$ cat src/rtl/motsup_pkg.sv
package motsup_pkg;

  // Strobes the control FSM sends to the counter datapath
  typedef struct packed {
    logic clrDeg;
    logic incDeg;
    logic clrRetry;
    logic incRetry;
  } supStrobe_t;

  typedef enum logic {
    ST_WATCH = 1'b0,
    ST_HOLD  = 1'b1
  } ocState_t;

endpackage

$ cat src/rtl/motsup_datapath.sv
module motsup_datapath
  import motsup_pkg::*;
#(
  parameter int DEG_CYCLES   = 600,
  parameter int RETRY_CYCLES = 240000
) (
  input  logic       clk,
  input  logic       rst_n,
  input  supStrobe_t strobe,
  output logic       degHit,
  output logic       retryHit
);

  localparam int DEG_W   = (DEG_CYCLES   > 1) ? $clog2(DEG_CYCLES)   : 1;
  localparam int RETRY_W = (RETRY_CYCLES > 1) ? $clog2(RETRY_CYCLES) : 1;
  localparam logic [DEG_W-1:0]   DEG_LAST   = DEG_W'(DEG_CYCLES - 1);
  localparam logic [RETRY_W-1:0] RETRY_LAST = RETRY_W'(RETRY_CYCLES - 1);

  logic [DEG_W-1:0]   degCnt;
  logic [RETRY_W-1:0] retryCnt;

  // Deglitch run-length counter
  always_ff @(posedge clk or negedge rst_n) begin
    if (!rst_n)             degCnt <= '0;
    else if (strobe.clrDeg) degCnt <= '0;
    else if (strobe.incDeg) degCnt <= degCnt + 1'b1;
  end

  // Retry hold timer
  always_ff @(posedge clk or negedge rst_n) begin
    if (!rst_n)               retryCnt <= '0;
    else if (strobe.clrRetry) retryCnt <= '0;
    else if (strobe.incRetry) retryCnt <= retryCnt + 1'b1;
  end

  assign degHit   = (degCnt == DEG_LAST);
  assign retryHit = (retryCnt == RETRY_LAST);

  assert_deg_bound_R2: assert property (@(posedge clk) disable iff (!rst_n)
    degCnt <= DEG_LAST);

  assert_retry_bound_R3: assert property (@(posedge clk) disable iff (!rst_n)
    retryCnt <= RETRY_LAST);

endmodule

$ cat src/rtl/motsup_ctrl.sv
module motsup_ctrl
  import motsup_pkg::*;
(
  input  logic       clk,
  input  logic       rst_n,
  input  logic       sleepReq,
  input  logic       uvFlag,
  input  logic       ocFlag,
  input  logic       otShutFlag,
  input  logic       degHit,
  input  logic       retryHit,
  output supStrobe_t strobe,
  output logic       ocHold
);

  ocState_t state, nextState;
  logic     blocked;

  assign blocked = sleepReq | uvFlag;

  always_comb begin
    strobe    = '0;
    nextState = state;
    unique case (state)
      ST_WATCH: begin
        strobe.incDeg   = ocFlag & ~blocked & ~otShutFlag;
        strobe.clrDeg   = ~strobe.incDeg | degHit;
        strobe.clrRetry = 1'b1;
        if (strobe.incDeg && degHit) nextState = ST_HOLD;
      end
      ST_HOLD: begin
        strobe.clrDeg   = 1'b1;
        strobe.incRetry = ~blocked;
        strobe.clrRetry = blocked | retryHit;
        if (blocked || retryHit) nextState = ST_WATCH;
      end
      default: nextState = ST_WATCH;
    endcase
  end

  always_ff @(posedge clk or negedge rst_n) begin
    if (!rst_n) state <= ST_WATCH;
    else        state <= nextState;
  end

  assign ocHold = (state == ST_HOLD);

  assert_trip_after_oc_R2: assert property (@(posedge clk) disable iff (!rst_n)
    $rose(ocHold) |-> $past(ocFlag));

  assert_uv_ends_hold_R6: assert property (@(posedge clk) disable iff (!rst_n)
    ($past(uvFlag) && uvFlag) |-> !ocHold);

  assert_sleep_ends_hold_R9: assert property (@(posedge clk) disable iff (!rst_n)
    sleepReq |=> !ocHold);

endmodule

$ cat src/rtl/motsup_top.sv
module motsup_top
  import motsup_pkg::*;
#(
  parameter int DEG_CYCLES   = 600,
  parameter int RETRY_CYCLES = 240000
) (
  input  logic clk,
  input  logic rst_n,
  input  logic sleepReq,
  input  logic uvFlag,
  input  logic ocFlag,
  input  logic otWarnFlag,
  input  logic otShutFlag,
  output logic bridgeOff,
  output logic pumpOff,
  output logic faultPull
);

  supStrobe_t strobe;
  logic       degHit;
  logic       retryHit;
  logic       ocHold;

  motsup_ctrl u_ctrl (
    .clk        (clk),
    .rst_n      (rst_n),
    .sleepReq   (sleepReq),
    .uvFlag     (uvFlag),
    .ocFlag     (ocFlag),
    .otShutFlag (otShutFlag),
    .degHit     (degHit),
    .retryHit   (retryHit),
    .strobe     (strobe),
    .ocHold     (ocHold)
  );

  motsup_datapath #(
    .DEG_CYCLES   (DEG_CYCLES),
    .RETRY_CYCLES (RETRY_CYCLES)
  ) u_dp (
    .clk      (clk),
    .rst_n    (rst_n),
    .strobe   (strobe),
    .degHit   (degHit),
    .retryHit (retryHit)
  );

  // Sleep and undervoltage stop everything silently; shutdown stops and reports
  assign pumpOff   = sleepReq | uvFlag | otShutFlag;
  assign bridgeOff = pumpOff | ocHold;
  assign faultPull = ~sleepReq & (otWarnFlag | otShutFlag | (ocHold & ~uvFlag));

  assert_pump_needs_bridge_off_R8: assert property (@(posedge clk) disable iff (!rst_n)
    pumpOff |-> bridgeOff);

  assert_warn_reports_R7: assert property (@(posedge clk) disable iff (!rst_n)
    (otWarnFlag && !sleepReq) |-> faultPull);

  assert_sleep_released_R9: assert property (@(posedge clk) disable iff (!rst_n)
    sleepReq |-> (!faultPull && bridgeOff));

  assert_uv_silent_R5: assert property (@(posedge clk) disable iff (!rst_n)
    (uvFlag && !otWarnFlag && !otShutFlag) |-> !faultPull);

endmodule

$ cat config.mk
export PLATFORM = sky130hd
export DESIGN_NAME = motsup_top
export DESIGN_NICKNAME = d
export VERILOG_FILES = /design/src/rtl/motsup_pkg.sv /design/src/rtl/motsup_datapath.sv /design/src/rtl/motsup_ctrl.sv /design/src/rtl/motsup_top.sv
export SDC_FILE = /design/constraint.sdc
export NUM_CORES = 1
export LEC_CHECK = 0
export ABC_AREA = 1
export BUFFER_PORTS_ARGS = -buffer_cell sky130_fd_sc_hd__buf_4
export CORE_MARGIN = 2
export CORE_UTILIZATION = 55
export DETAILED_ROUTE_END_ITERATION = 16
export GPL_TIMING_DRIVEN = 0
export PLACE_DENSITY = 0.73
export SETUP_SLACK_MARGIN = 0.2
export SLEW_MARGIN = 15
export SYNTH_ARGS = -nofsm -noshare
export SYNTH_HDL_FRONTEND = slang
export SYNTH_SLANG_ARGS = --single-unit
$ cat constraint.sdc
create_clock -name clk -period 4.4 [get_ports clk]
set_clock_uncertainty 0.15 [all_clocks]
set_input_delay 0.88 -clock clk [delete_from_list [all_inputs] [get_ports clk]]
set_output_delay 0.88 -clock clk [all_outputs]
set_load 0.005 [all_outputs]
* After elaboration in Yosys (flattened, before gate mapping)
Index checks and enable logic that the tools add are counted.
** Cells by class
- $add $sub $neg :: 2
- Eq/ne operators :: 2
- Mux-type cells :: 11
- Bitwise logic cells :: 17
- Reduce and logical (&&, ||, !) cells :: 4
** Operators by type and width (number)
- 18-bit two-way mux :: 2
- 10-bit two-way mux :: 2
- 18-bit by 1-bit adder with 18-bit output, second input constant :: 1
- 18-bit equality test, second input constant :: 1
- 10-bit by 1-bit adder with 10-bit output, second input constant :: 1
- 10-bit equality test, second input constant :: 1
- 1-bit OR :: 7
- 1-bit NOT :: 6
- 1-bit one-hot mux with 2 select lines :: 3
- 1-bit AND :: 4
- 1-bit two-way mux :: 4
- 2-bit nonzero test :: 2
- 1-bit logical AND :: 1
- 1-bit logical OR :: 1
** Storage, ports and cells
- Flip-flop bits (word level) :: 29
- Logic and storage cells :: 39

* Logic depth before layout (Yosys ltp)
- Depth after elaboration :: 8
- Mapped depth :: 9
- Gate-level depth less buffers :: 9

* Cells and area by module
Synthesis repeated with hierarchy kept, for this count alone.
** Second synthesis, totals
- Cell total of the unflattened synthesis :: 230
- Area total of the unflattened synthesis :: 1735.4 µm²
** By module, submodules not included
- motsup_datapath :: instances 1, cells each 209, area an instance 1611.5 µm², sequential area each 700.7 µm²
- motsup_ctrl :: instances 1, cells each 13, area an instance 86.3 µm², sequential area each 25.0 µm²
- motsup_top :: instances 1, cells each 8, area an instance 37.5 µm², sequential area each 0.0 µm²

* Worst setup path after synthesis
Ideal clock, no wire load.
- Path type :: input-to-output
- Start :: in sleepReq
- End :: out faultPull
- Data arrival time :: 1.270 ns
- Required time :: 3.370 ns
- Setup slack :: 2.100 ns
- Cell stages on the path :: 3
- Path buffers :: 0
- Cell sequence :: nor2_1 nand2_1 o21ai_0
** On the way
- Cells in the longest elaborated chain, start to end :: 2
** RTL lines
- start: declaration :: line motsup_top.sv:9 : input logic sleepReq,
- 1-bit NOT :: line motsup_top.sv:51 : assign faultPull = ~sleepReq & (otWarnFlag | otShutFlag | (ocHold & ~uvFlag));
- 1-bit AND :: line motsup_top.sv:51
- end: declaration :: line motsup_top.sv:16 : output logic faultPull
No other way between the ends.

* Final worst setup path
Same ends and word-level chain as after synthesis.

==> flow_metrics.env <==
export IMPL_status="finished, final reports clean"
export IMPL_wire_per_inst_um=12.1
export IMPL_timing_final_crit_share_pct=59.1
export IMPL_cp_num_buf_inv=2
export IMPL_vias_per_cell=5.29
export IMPL_initial_core_util_pct=58.4
export IMPL_dr_total_vias=1424
export IMPL_die_area_um2=3400
export IMPL_syn_inst=222
export IMPL_ys_seq_elements=29
export IMPL_cts_buffers=5
export IMPL_cts_clk_slew_worst_paths_ns=0.09
export IMPL_ys_seq_area_share_pct=44.7
export IMPL_p_sw_share_pct=22.1
export IMPL_ys_warn_count=0
export IMPL_drt_iter0_drc=107
export IMPL_worstPathMaxFanout=4
export IMPL_dp_hpwl_mm=2.47
export IMPL_seqPwrFrac_pct=59.8
export IMPL_grt_overflow_total=0
export IMPL_path_common_cell="buf_4"
export IMPL_maxCapViolCount=0
export IMPL_clock_latency_ns=0.33
export IMPL_tns_ns=0
export IMPL_syn_avg_cell_area_um2=7.32
export IMPL_placed_area_um2=1730
export IMPL_drc_errors=0
export IMPL_cts_buffer_depth=2
export IMPL_synth_distinct_cells=19
export IMPL_combPwrFrac_pct=3.2
export IMPL_pre_cts_slack_ns=1.79
export IMPL_cp_start_kind="primary input"
export IMPL_syn_num_nets=231
export IMPL_cp_data_required_time_ns=3.37
export IMPL_regToRegSetupSlack_ns=2.55
export IMPL_wl_mm=3.26
export IMPL_post_synth_top_area_fraction_pct=44.7
export IMPL_cp_end_kind="output pin"
export IMPL_ir_drop_v=0.000254
export IMPL_r2r_start="u_dp.retryCnt[0]"
export IMPL_place_gp_congestion=0.906
export IMPL_path_delay_family="simple AND/OR/NAND/NOR gates"
export IMPL_synth_top_area_cell="dfrtp_1"
export IMPL_crit_type="in2out"
export IMPL_finalHoldViolCount=0
export IMPL_reg2reg_depth=7
export IMPL_crit_path_max_incr_delay_ns=0.20
export IMPL_final_max_slew_viol_count=0
export IMPL_drive_gt1_share_pct=8.40
export IMPL_cts_resized_gates=0
export IMPL_path_cells="buf_4 -> nor2_1 -> nand2_1 -> o21ai_0 -> buf_4"
export IMPL_area_growth_pct=9.94
export IMPL_net_switching_power_uw=98.8
export IMPL_pwr_share_clk_pct=37.0
export IMPL_critPathSlowestCell="nor2_1"
export IMPL_postLayoutCellArea_um2=1790
export IMPL_dp_cells=262
export IMPL_postCtsSetupRepairBufs=0
export IMPL_powerDensity_nw_per_um2=250
export IMPL_hp_class="in2async"
export IMPL_diodes=0
export IMPL_leakage_nw=0.753
export IMPL_critPathArrivalTime_ns=1.57
export IMPL_antenna_found_initial=0
export IMPL_first_global_vias=1347
export IMPL_htreeDepth=2
export IMPL_netlist_area_um2=1620
export IMPL_relSlewSlack_pct=76.2
export IMPL_fillers=254
export IMPL_fp_coreArea_um2=2780
export IMPL_final_setup_worst_slack_ns=1.80
export IMPL_cts_root_buf="clkbuf_4"
export IMPL_die_y_um=58.3
export IMPL_clock_sink_count=29
export IMPL_grt_max_degree=30
export IMPL_ioPinCount=10
export IMPL_track_usage_pct=23.1
export IMPL_io_buffers=9
export IMPL_layout_nets=247
export IMPL_rsz0062_at_grt="no"
export IMPL_ant_nets=0
export IMPL_area_sequential_um2=726
export IMPL_max_freq_mhz=384
export IMPL_fin_crit_ns=2.60
export IMPL_p_int_uw=348
export IMPL_multi_input_area_um2=793
export IMPL_fp_row_count=19
export IMPL_timing_rr_end="u_dp.retryCnt[0]"
export IMPL_final_cells=269
export IMPL_grt_pass1_wl_mm=5.74
export IMPL_worstMarginPinSlew_ns=0.357
export IMPL_detail_route_first_pass_iterations=4
export IMPL_die_w_um=58.3
export IMPL_postCtsHoldBufs=0
export IMPL_synth_area_leaders="dfrtp_1 45%, nand2_1 14%, nor2_1 13%"
export IMPL_tritoncts="done"
export IMPL_setup_violations=0
-- per-stage QoR --
step,util [%],power [mW],hold slack (ns)
3_3_place_gp,62.2,0.287,0.351
2_1_floorplan,-,0.275,0.319
6_report,64.2,0.446,0.297
5_1_grt,64.2,0.469,0.319
4_1_cts,64.2,0.450,0.312
3_5_place_dp,62.2,0.287,0.361
-- placed cells by master (no fill, tap or decap), drive strengths merged --
master   n
buf     10
nand2   62
clkbuf   7
o21ai    7
and2     1
inv     25
xnor2    1
nand4    7
ha       2
nor3b    2
xor2     9
o21bai   3
nand3   13
dfrtp   29
nor2    57
nor3     3
-- flip-flops by register name, summed over array words and instances, names as in the netlist --
name / count
u_dp.retryCnt: 18
u_dp.degCnt: 10
u_ctrl.ocHold: 1
-- layout make-up --
cell class / instances / share of cell area [%]
plain buffers: 1 / 0.631
clock buffers: 7 / 3.08
multi-input cells: 167 / 44.4
repair buffers: 9 / 3.78
well taps: 31 / 2.17
flip-flops and latches: 29 / 40.6
inverters: 25 / 5.26
-- metal layers --
| metal | share of wire, % | track usage [%] | wire length (um) |
|---|---|---|---|
| met2 | 50 | 37.9 | 1630 |
| met3 | 3.5 | 4.62 | 113 |
| met4 | 3.2 | 15.6 | 105 |
| met1 | 43 | 27.5 | 1410 |
| met5 | 0 | 0 | 0 |
-- power by group through the flow --
stage / Combinational (mW) / Clock, mW / Sequential [mW]
2_1_floorplan: 0.00288 / 0 / 0.272
3_3_place_gp: 0.0144 / 0 / 0.272
3_5_place_dp: 0.0148 / 0 / 0.272
4_1_cts: 0.0149 / 0.168 / 0.267
5_1_grt: 0.0169 / 0.185 / 0.267
6_report: 0.0141 / 0.165 / 0.267
-- worst max-delay path by stage --
stage	startpoint	to	slack, ns	depth (start not counted)
global route	sleepReq	faultPull	1.69	5
detailed placement	sleepReq	faultPull	1.79	5
floorplan	sleepReq	faultPull	2.10	3
finish	sleepReq	faultPull	1.80	5
CTS	sleepReq	faultPull	1.79	5
global placement	sleepReq	faultPull	1.84	5
-- cells by family (layout without fill, tap and decap cells) --
| group | Yosys count | in the layout | share of synthesized area, % |
|---|---|---|---|
| AO/OA/AOI/OAI | 10 | 10 | 4.24 |
| XOR/XNOR | 10 | 10 | 5.39 |
| adder cells (fa/ha/maj) | 2 | 2 | 1.54 |
| buffers and inverters | 26 | 42 | 6.47 |
| flip-flops | 29 | 29 | 44.7 |
| AND/OR/NAND/NOR | 145 | 145 | 37.7 |
-- cell usage after synthesis --
cell       n
nand2_1   61
nor2_1    56
dfrtp_1   29
inv_1     25
nand3_1   12
xor2_1     9
nand4_1    7
o21ai_0    7
nor3_1     3
ha_1       2
nor3b_1    2
o21bai_1   2
and2_1     1
buf_6      1
nand2_4    1
nand3_2    1
nor2_4     1
o21bai_4   1
xnor2_1    1
Note: power is estimated with default switching activity, not from simulation.
